==> src/rtl/cz_flag_pkg.sv <==
package cz_flag_pkg;

   // one pair of condition bits, used for both the live and shadow copies
   typedef struct packed {
      logic cy;
      logic zr;
   } cz_pair_t;

   localparam cz_pair_t CZ_RESET = '{cy: 1'b0, zr: 1'b0};

endpackage

==> src/rtl/cz_carry_cell.sv <==
module cz_carry_cell #(
   parameter int CLR_OVER_SET = 1
) (
   input  logic clk,
   input  logic rst,
   input  logic alu_cy,
   input  logic ld_cy,
   input  logic set_cy,
   input  logic clr_cy,
   input  logic restore,
   input  logic shadow_cy,
   output logic cy_q
);

   logic force_en;
   logic force_val;
   logic cy_d;

   initial begin
      if (CLR_OVER_SET != 0 && CLR_OVER_SET != 1)
         $error("cz_carry_cell: CLR_OVER_SET must be 0 or 1");
   end

   generate
      if (CLR_OVER_SET == 1) begin : g_clr_wins
         always_comb begin
            force_en  = set_cy | clr_cy;
            force_val = ~clr_cy;
         end
      end else begin : g_set_wins
         always_comb begin
            force_en  = set_cy | clr_cy;
            force_val = set_cy;
         end
      end
   endgenerate

   always_comb begin
      if (restore)       cy_d = shadow_cy;
      else if (force_en) cy_d = force_val;
      else if (ld_cy)    cy_d = alu_cy;
      else               cy_d = cy_q;
   end

   always_ff @(posedge clk) begin
      if (rst) cy_q <= 1'b0;
      else     cy_q <= cy_d;
   end


   set_wins_chk: assert property (@(posedge clk) disable iff (rst)
      (set_cy && !restore && !(clr_cy && CLR_OVER_SET == 1)) |=> cy_q);


   clr_wins_chk: assert property (@(posedge clk) disable iff (rst)
      (clr_cy && !restore && !(set_cy && CLR_OVER_SET == 0)) |=> !cy_q);


   cy_restore_chk: assert property (@(posedge clk) disable iff (rst)
      restore |=> (cy_q == $past(shadow_cy)));


   cy_hold_chk: assert property (@(posedge clk) disable iff (rst)
      (!restore && !set_cy && !clr_cy && !ld_cy) |=> $stable(cy_q));

endmodule

==> src/rtl/cz_zero_cell.sv <==
module cz_zero_cell (
   input  logic clk,
   input  logic rst,
   input  logic alu_zr,
   input  logic ld_zr,
   input  logic restore,
   input  logic shadow_zr,
   output logic zr_q
);

   logic zr_d;

   always_comb begin
      if (restore)    zr_d = shadow_zr;
      else if (ld_zr) zr_d = alu_zr;
      else            zr_d = zr_q;
   end

   always_ff @(posedge clk) begin
      if (rst) zr_q <= 1'b0;
      else     zr_q <= zr_d;
   end


   zr_load_chk: assert property (@(posedge clk) disable iff (rst)
      (ld_zr && !restore) |=> (zr_q == $past(alu_zr)));


   zr_hold_chk: assert property (@(posedge clk) disable iff (rst)
      (!ld_zr && !restore) |=> $stable(zr_q));

endmodule

==> src/rtl/cz_shadow.sv <==
module cz_shadow
   import cz_flag_pkg::*;
(
   input  logic     clk,
   input  logic     rst,
   input  logic     save,
   input  cz_pair_t live,
   output cz_pair_t held
);

   always_ff @(posedge clk) begin
      if (rst)       held <= CZ_RESET;
      else if (save) held <= live;
   end


   shadow_cap_chk: assert property (@(posedge clk) disable iff (rst)
      save |=> (held == $past(live)));


   shadow_keep_chk: assert property (@(posedge clk) disable iff (rst)
      !save |=> $stable(held));

endmodule

==> src/rtl/cz_flag_unit.sv <==
module cz_flag_unit
   import cz_flag_pkg::*;
#(
   parameter int CLR_OVER_SET = 1
) (
   input  logic clk,
   input  logic rst,
   input  logic alu_cy,
   input  logic alu_zr,
   input  logic ld_cy,
   input  logic ld_zr,
   input  logic set_cy,
   input  logic clr_cy,
   input  logic shd_save,
   input  logic shd_restore,
   output logic cy_flag,
   output logic zr_flag
);

   cz_pair_t live_q;
   cz_pair_t shadow_q;

   cz_carry_cell #(.CLR_OVER_SET(CLR_OVER_SET)) u_cy (
      .clk       (clk),
      .rst       (rst),
      .alu_cy    (alu_cy),
      .ld_cy     (ld_cy),
      .set_cy    (set_cy),
      .clr_cy    (clr_cy),
      .restore   (shd_restore),
      .shadow_cy (shadow_q.cy),
      .cy_q      (live_q.cy)
   );

   cz_zero_cell u_zr (
      .clk       (clk),
      .rst       (rst),
      .alu_zr    (alu_zr),
      .ld_zr     (ld_zr),
      .restore   (shd_restore),
      .shadow_zr (shadow_q.zr),
      .zr_q      (live_q.zr)
   );

   cz_shadow u_shd (
      .clk  (clk),
      .rst  (rst),
      .save (shd_save),
      .live (live_q),
      .held (shadow_q)
   );

   assign cy_flag = live_q.cy;
   assign zr_flag = live_q.zr;


   swap_chk: assert property (@(posedge clk) disable iff (rst)
      (shd_save && shd_restore) |=> (shadow_q == $past(live_q) && live_q == $past(shadow_q)));


   reset_chk: assert property (@(posedge clk)
      rst |=> (live_q == CZ_RESET && shadow_q == CZ_RESET));

endmodule

==> config.mk <==
export PLATFORM = sky130hd
export DESIGN_NAME = cz_flag_unit
export DESIGN_NICKNAME = d
export VERILOG_FILES = /design/src/rtl/cz_flag_pkg.sv /design/src/rtl/cz_carry_cell.sv /design/src/rtl/cz_zero_cell.sv /design/src/rtl/cz_shadow.sv /design/src/rtl/cz_flag_unit.sv
export SDC_FILE = /design/constraint.sdc
export NUM_CORES = 1
export LEC_CHECK = 0
export ABC_CLOCK_PERIOD_IN_PS = 840
export BUFFER_PORTS_ARGS = -buffer_cell sky130_fd_sc_hd__clkbuf_2
export CAP_MARGIN = 40
export CORE_AREA = 2 2 39 41
export DETAILED_ROUTE_END_ITERATION = 16
export DIE_AREA = 0 0 41 43
export GPL_ROUTABILITY_DRIVEN = 0
export MAX_ROUTING_LAYER = met4
export RECOVER_POWER = 100
export SETUP_SLACK_MARGIN = 0.4
export SYNTH_ARGS = -nofsm -noshare
export SYNTH_HDL_FRONTEND = slang
export SYNTH_SLANG_ARGS = --single-unit
==> constraint.sdc <==
create_clock -name clk -period 0.84 [get_ports clk]
set_input_delay 0.168 -clock clk [delete_from_list [all_inputs] [get_ports clk]]
set_output_delay 0.168 -clock clk [all_outputs]
set_load 0.01 [all_outputs]
# Word level (Yosys, flattened, before mapping)

Cells that the tools add are included.

Logic and storage cells: 13
Input bits: 10
Register bits after elaboration: 4

Bitwise gates (word level): 2
Reduce and logical (&&, ||, !) cells: 2
Mux-type cells: 5

Operators by type and width:

| kind               | number |
|---|---|
| 2-to-1 mux 1 bit   | 5 |
| nonzero test 3 bit | 1 |
| nonzero test 2 bit | 1 |
| NOT 1 bit          | 1 |
| OR 1 bit           | 1 |

# Longest topological paths before layout

Gate-level depths: netlist of run 1.

Depth after elaboration: 3
Depth in mapped cells: 2
Gate-level depth less buffers: 2

# Hierarchy

A second synthesis of run 1 with hierarchy kept.

Cell total of the unflattened synthesis: 17
Area total of the unflattened synthesis: 178.9 um^2

By module, submodules not included:

| module        | sequential area each (um^2) | area each (um^2) | cells each | times used |
|---|---|---|---|---|
| cz_shadow     | 40.0                        | 67.6             | 6          | 1 |
| cz_carry_cell | 20.0                        | 58.8             | 6          | 1 |
| cz_zero_cell  | 20.0                        | 52.6             | 5          | 1 |

# Worst setup path after synthesis of run 1

OpenSTA, ideal clock, no wires.

Kind: input to register
From: in clr_cy
To: reg u_cy.cy_q
Library setup time: 0.082 ns
Path slack: 0.021 ns
Stages on the path: 2
Buffers on the path: 0
Data arrival time: 0.737 ns
Cells stage by stage: or4b_1 -> o221ai_1

Cells in the longest elaborated chain, start to end: 3
Elaborated cells on any way between the ends: 5
Classes of those cells: 2 x mux; 2 x bitwise; 1 x reduce/logical

RTL lines:

| what                                         | line                                     | RTL |
|---|---|---|
| start, declared                              | cz_flag_unit.sv:13                       | `input logic clr_cy,` |
| OR 1 bit / NOT 1 bit (equally long branches) | cz_carry_cell.sv:27, cz_carry_cell.sv:28 |  |
| 2-to-1 mux 1 bit                             | cz_carry_cell.sv:40                      | `else if (force_en) cy_d = force_val;` |
| 2-to-1 mux 1 bit                             | cz_carry_cell.sv:39                      | `if (restore) cy_d = shadow_cy;` |
| end signal, assigned                         | cz_carry_cell.sv:47                      | `else cy_q <= cy_d;` |
| end, declared                                | cz_carry_cell.sv:12                      | `output logic cy_q` |

Parallel ways exist; a longest one is shown, timed or not.
A chain may end at the register's enable or synchronous reset.

# Worst setup path in the final report of run 1

From: reg u_cy.cy_q
To: out cy_flag

RTL lines:

| what          | line               | RTL |
|---|---|---|
| end, declared | cz_flag_unit.sv:16 | `output logic cy_flag,` |

No word-level cell between the ends.

==> impl_metrics.yaml, run 1 <==
pwr:
  total_power_uw: 521
  vdd_ir_drop_max_v: 0.000232
  swShare: 0.210
  switchingPower_uw: 110
  powerDensity_nw_per_um2: 1650
  seq_power_share: 0.395
  pwr-share-comb: 0.151
  leakage_uw: 0.000158
  p_int_uw: 412
  power.share.clock: 0.454
hold_path:
  hp-class: "input port to flop"
finish:
  syn_to_final_growth_pct: 82.0
  nNetsFinal: 47
  final_common_cell: "clkbuf_2"
  mostFrequentLayoutCells: "clkbuf_2 (9), mux2i_1 (4), buf_4 (4), clkbuf_4 (3)"
  final_cells: 51
  drive_gt1_frac: 0.571
  fin_util: 0.229
  diodes: 0
logic_synthesis:
  syn_area_um2: 174
  synthCells: 17
  yosysUniqueCellTypes: 10
  ys_ff_latch: 4
  yosysTopAreaCell: "dfxtp_1"
  ys_seq_area_frac: 0.460
  syn_nets: 27
  synth_area_per_cell_um2: 10.2
  yosys_warnings: 0
  synth_top_cell_area_share: 0.460
  synth_area_leaders: "dfxtp_1 (46%), mux2i_1 (23%), or4b_1 (5.8%)"
setup_path:
  cp_data_arrival_time_ns: 0.66
  endpoint_kind: "output port"
  worstSetupStartpointType: "flop"
  cp_slowest_cell: "dfxtp_2"
  worst-path-buf-inv: 1
  worst-r2r-setup-slack_ns: 0.03
  worstSetupPathType: "flop to output port"
  cp_cell_sequence: "buf_6"
  worstPathRequired_ns: 0.67
  cp_top_family: "flip-flops"
  crit_fanout: 2
  slowest_delay_ns: 0.31
die:
  rows: 14
  io_pins: 12
  die_area_um2: 1760
  die_w_um: 41
  coreArea_um2: 1380
  die_y_um: 43
  start_util: 0.126
timing:
  fin_crit_sh: 0.984
  setup_violations: 0
  final.min_clock_period_ns: 0.827
  fmax_ghz: 1.21
  slew_headroom: 0.897
  setup_ws_ns: 0.0134
  rsz0062_at_grt: "yes"
  fin_skew_ns: 0.0000312
  hold_viol: 0
  worstMarginPinSlew_ns: 0.150
  drv_slew: 0
clocking:
  cts.reportedPaths.clkPinSlew_ns: 0.04
  clockBufferDepth: 2
  cts-buffers-inserted: 3
  cts_root_buf: "clkbuf_4"
  h-tree-depth: 1
  cts_tree: "yes"
  clock_sink_count: 4
  clock_latency_ns: 0.23
grt:
  grt_pass1_vias: 199
  track_usage: 0.0647
  grt_start_max_net_pins: 5
  globalRouteOverflowTotal: 0
  grt_pass1_wl_um: 614
  antenna_found_initial: 0
routing:
  ant_nets: 0
  routed_wl_um: 365
  first_pass_iters: 2
  via_per_inst: 3.61
  drcViolationCount: 0
  wl_per_cell_um: 7.16
  num_vias: 184
  drtIter0Drc: 3
run:
  drv_cap: 0
place:
  port_buffers: 11
  placedCellCount: 46
  dp_worst_setup_slack_ns: -0.0784
run_status:
  status: "completed"
==> sequential cells by signal, summed over array words and instances (netlist names) <==
signal	flops
u_shd.held	2
u_zr.zr_q	1
u_cy.cy_q	1
==> power by group through the flow <==
| stage | combinational (uW) | clock [uW] | sequential, uW |
|---|---|---|---|
| finish | 78.9 | 237 | 206 |
| global route | 88.3 | 254 | 206 |
| CTS | 74.0 | 255 | 204 |
| detailed placement | 64.8 | 0 | 208 |
| global placement | 63.9 | 0 | 208 |
| floorplan | 20.5 | 0 | 210 |
==> cell usage after synthesis <==
library cell,n
dfxtp_1,4
mux2i_1,4
a211oi_1,1
o221ai_1,1
or3_1,1
nor2_1,2
or4b_1,1
inv_1,1
nand2_1,1
nor2b_1,1
==> cells by family after synthesis <==
logic type             Yosys count  share of synthesized area
AND/OR/NAND/NOR                  6                      0.194
multiplexers                     4                      0.230
flip-flops                       4                      0.460
AO/OA/AOI/OAI                    2                     0.0936
buffers and inverters            1                     0.0216
==> layout make-up <==
class,count,area (um^2)
fillers,154,1070
repair buffers,15,97.6
well taps,16,20.0
inverters,1,3.75
clock buffers,3,22.5
flip-flops and latches,4,82.6
multi-input cells,12,90.1
==> final timing paths <==
kind	endpoint	cells after the start	startpoint
setup reg to reg	u_cy.cy_q$_SDFFE_PP0P_	3	u_cy.cy_q$_SDFFE_PP0P_
hold / removal	u_zr.zr_q$_SDFFE_PP0P_	3	rst
hold reg to reg	u_zr.zr_q$_SDFFE_PP0P_	2	u_shd.held[0]$_SDFFE_PP0P_
setup / recovery	cy_flag	1	u_cy.cy_q$_SDFFE_PP0P_
==> repair_timing <==
| item | CTS | global route |
|---|---|---|
| buffers inserted | 2 | 0 |
| endpoints found under the setup margin | 6 | 6 |
| pin swaps | 1 | 1 |
| endpoints found under the hold margin | 0 | 0 |
| hold buffers | 0 | 0 |
| resized for setup | 1 | 4 |
==> per-layer routing <==
metal  GRT usage  share of wire
met5           -              0
met4       0.100              0
met2      0.0906           0.55
met3      0.0471           0.14
met1      0.0319           0.31
==> through the flow <==
stage,setup TNS (ns),cell area [um^2],hold WS (ns)
after floorplan,0,175,0.233
final,0,317,0.221
after detailed placement,-0.0784,265,0.464
after CTS,-0.0172,304,0.212
after global routing,-0.00108,317,0.243
after global placement,-0.0687,265,0.459
(Power assumes the default switching activity.)
==> run 2: changes to the inputs <==
Settings changed: CTS_CLUSTER_SIZE set to 16, SYNTH_HIERARCHICAL set to 1.
==> run 2 against run 1 <==
  * Clock power is 2% lower
  * Largest cell class unchanged
  * Via count up 3.3%
  * Synthesized cell count is the same
  * Synthesized area is 2.9% higher
  * First-iteration DRC count shrank 100%
  * Critical endpoint unchanged
  * Die area stayed put
==> impl_metrics.yaml, run 2 <==
run_status:
  status: "completed"
pwr:
  leakage_uw: 0.000159
  total_power_uw: 521
  seq_power_share: 0.394
  pwr-share-comb: 0.158
  p_int_uw: 412
  vdd_ir_drop_max_v: 0.000225
  powerDensity_nw_per_um2: 1620
  switchingPower_uw: 109
  swShare: 0.209
  power.share.clock: 0.448
finish:
  syn_to_final_growth_pct: 79.7
  diodes: 0
  top_regs: "u_shd/held: 2 flops, u_cy/cy_q: 1 flops, u_zr/zr_q: 1 flops"
  top_register: "u_shd/held"
  largest_reg_flops: 2
  drive_gt1_frac: 0.600
  final_common_cell: "clkbuf_2"
  fillers: 159
  mostFrequentLayoutCells: "clkbuf_2 (9), clkbuf_4 (4), mux2i_1 (4), buf_4 (3)"
  nNetsFinal: 47
clocking:
  clockBufferDepth: 2
  cts-buffers-inserted: 3
  ctsHoldBuffers: 0
  h-tree-depth: 1
  clock_latency_ns: 0.23
  cts_tree: "yes"
  cts.reportedPaths.clkPinSlew_ns: 0.04
  cts_root_buf: "clkbuf_4"
  clock_sink_count: 4
logic_synthesis:
  syn_area_um2: 179
  ys_seq_area_frac: 0.448
  synthCells: 17
  synth-async-reset-ratio: 0
  synth-edff-count: 0
  synth_area_per_cell_um2: 10.5
  yosys_warnings: 6
  synth_ff_type: "dfxtp_1"
  synth_area_leaders: "dfxtp_1 (45%), mux2i_1 (22%), a211oi_2 (7.0%)"
  syn_nets: 27
  yosysUniqueCellTypes: 10
  synthTopCellsByCount: "dfxtp_1 (4), mux2i_1 (4), nor2_1 (2)"
  ys_ff_latch: 4
  yosysTopAreaCell: "dfxtp_1"
  synth_top_cell_area_share: 0.448
timing:
  rsz0062_at_grt: "yes"
  fin_setup_tns_ns: 0
  fmax_ghz: 1.22
  final.min_clock_period_ns: 0.822
  holdWs_ns: 0.221
  fin_skew_ns: 0.0000583
  drv_slew: 0
  slew_headroom: 0.891
  fin_crit_sh: 0.978
  worstMarginPinSlew_ns: 0.159
  setup_violations: 0
  hold_viol: 0
grt:
  gr-max-usage-layer: "met2"
  track_usage: 0.0576
  globalRouteOverflowTotal: 0
  met2_usage: 0.0750
  grt_pass1_vias: 166
  grt_start_max_net_pins: 5
  grtUsageMet3: 0.0628
  antenna_found_initial: 0
  grt_pass1_wl_um: 545
  gr-usage-met1: 0.0353
routing:
  wl_per_cell_um: 7.65
  first_pass_iters: 1
  num_vias: 190
  ant_nets: 0
  drcViolationCount: 0
  via_per_inst: 3.73
  routed_wl_um: 390
  drtIter0Drc: 0
run:
  drv_cap: 0
die:
  start_util: 0.129
  io_pins: 12
  die_w_um: 41
  die_y_um: 43
  rows: 14
  die_area_um2: 1760
  coreArea_um2: 1380
setup_path:
  endpoint_kind: "output port"
  worst-path-buf-inv: 1
  worstPathRequired_ns: 0.67
  cp_slowest_cell: "dfxtp_2"
  cp_cell_sequence: "buf_6"
  cp_data_arrival_time_ns: 0.65
  worstSetupPathType: "flop to output port"
  crit_fanout: 2
  slowest_delay_ns: 0.31
  cp_top_family: "flip-flops"
  worstSetupStartpointType: "flop"
place:
  port_buffers: 11
hold_path:
  hp-class: "input port to flop"
==> run 2: area by class of cell <==
type / instances / area [um^2] / area share
clock buffer: 3 / 22.5 / 0.0700
tap: 16 / 20.0 / 0.0623
timing repair buffer: 15 / 97.6 / 0.304
sequential: 4 / 82.6 / 0.257
multi-input combinational: 12 / 95.1 / 0.296
inverter: 1 / 3.75 / 0.0117
==> run 2: power by group through the flow <==
stage,registers (uW),clock network (uW),logic [uW]
2_1_floorplan,210,0,23.3
3_3_place_gp,208,0,68.2
3_5_place_dp,208,0,68.8
4_1_cts,204,248,78.2
5_1_grt,206,261,90.5
6_report,206,233,82.1
==> run 2: through the flow <==
step | setup slack, ns | utilization | instance area (um^2) | std cells
after floorplan | 0.0206 | - | 180 | 17
after global placement | -0.0962 | 0.195 | 270 | 46
after detailed placement | -0.0953 | 0.195 | 270 | 46
after CTS | -0.00627 | 0.223 | 309 | 51
after global routing | -0.00860 | 0.232 | 322 | 51
final | 0.0184 | 0.232 | 322 | 51
==> run 2: cells by family after synthesis <==
| group | share of synthesized area |
|---|---|
| multiplexers | 0.224 |
| buffers and inverters | 0.0210 |
| AO/OA/AOI/OAI | 0.119 |
| flip-flops | 0.448 |
| AND/OR/NAND/NOR | 0.189 |
==> run 2: layer usage <==
metal / vias to the layer above / routed length [um]
met2: 9 / 201
met1: 82 / 137
met4: 0 / 0
met3: 0 / 51
met5: - / 0
li1: 99 / -
==> run 2: final timing paths <==
kind / from / slack, ns / to / depth (start not counted)
max: u_cy/cy_q$_SDFFE_PP0P_ / 0.02 / cy_flag / 1
max reg2reg: u_cy/cy_q$_SDFFE_PP0P_ / 0.03 / u_cy/cy_q$_SDFFE_PP0P_ / 3
min: rst / 0.22 / u_zr/zr_q$_SDFFE_PP0P_ / 3
min reg2reg: u_shd/held[0]$_SDFFE_PP0P_ / 0.50 / u_shd/held[0]$_SDFFE_PP0P_ / 2
==> run 2: timing repair <==
item                                    4_1_cts  5_1_grt
endpoints found under the setup margin        6        6
pin swaps                                     2        0
setup buffers                                 2        0
gates cloned                                  0        0
resized for setup                             1        4
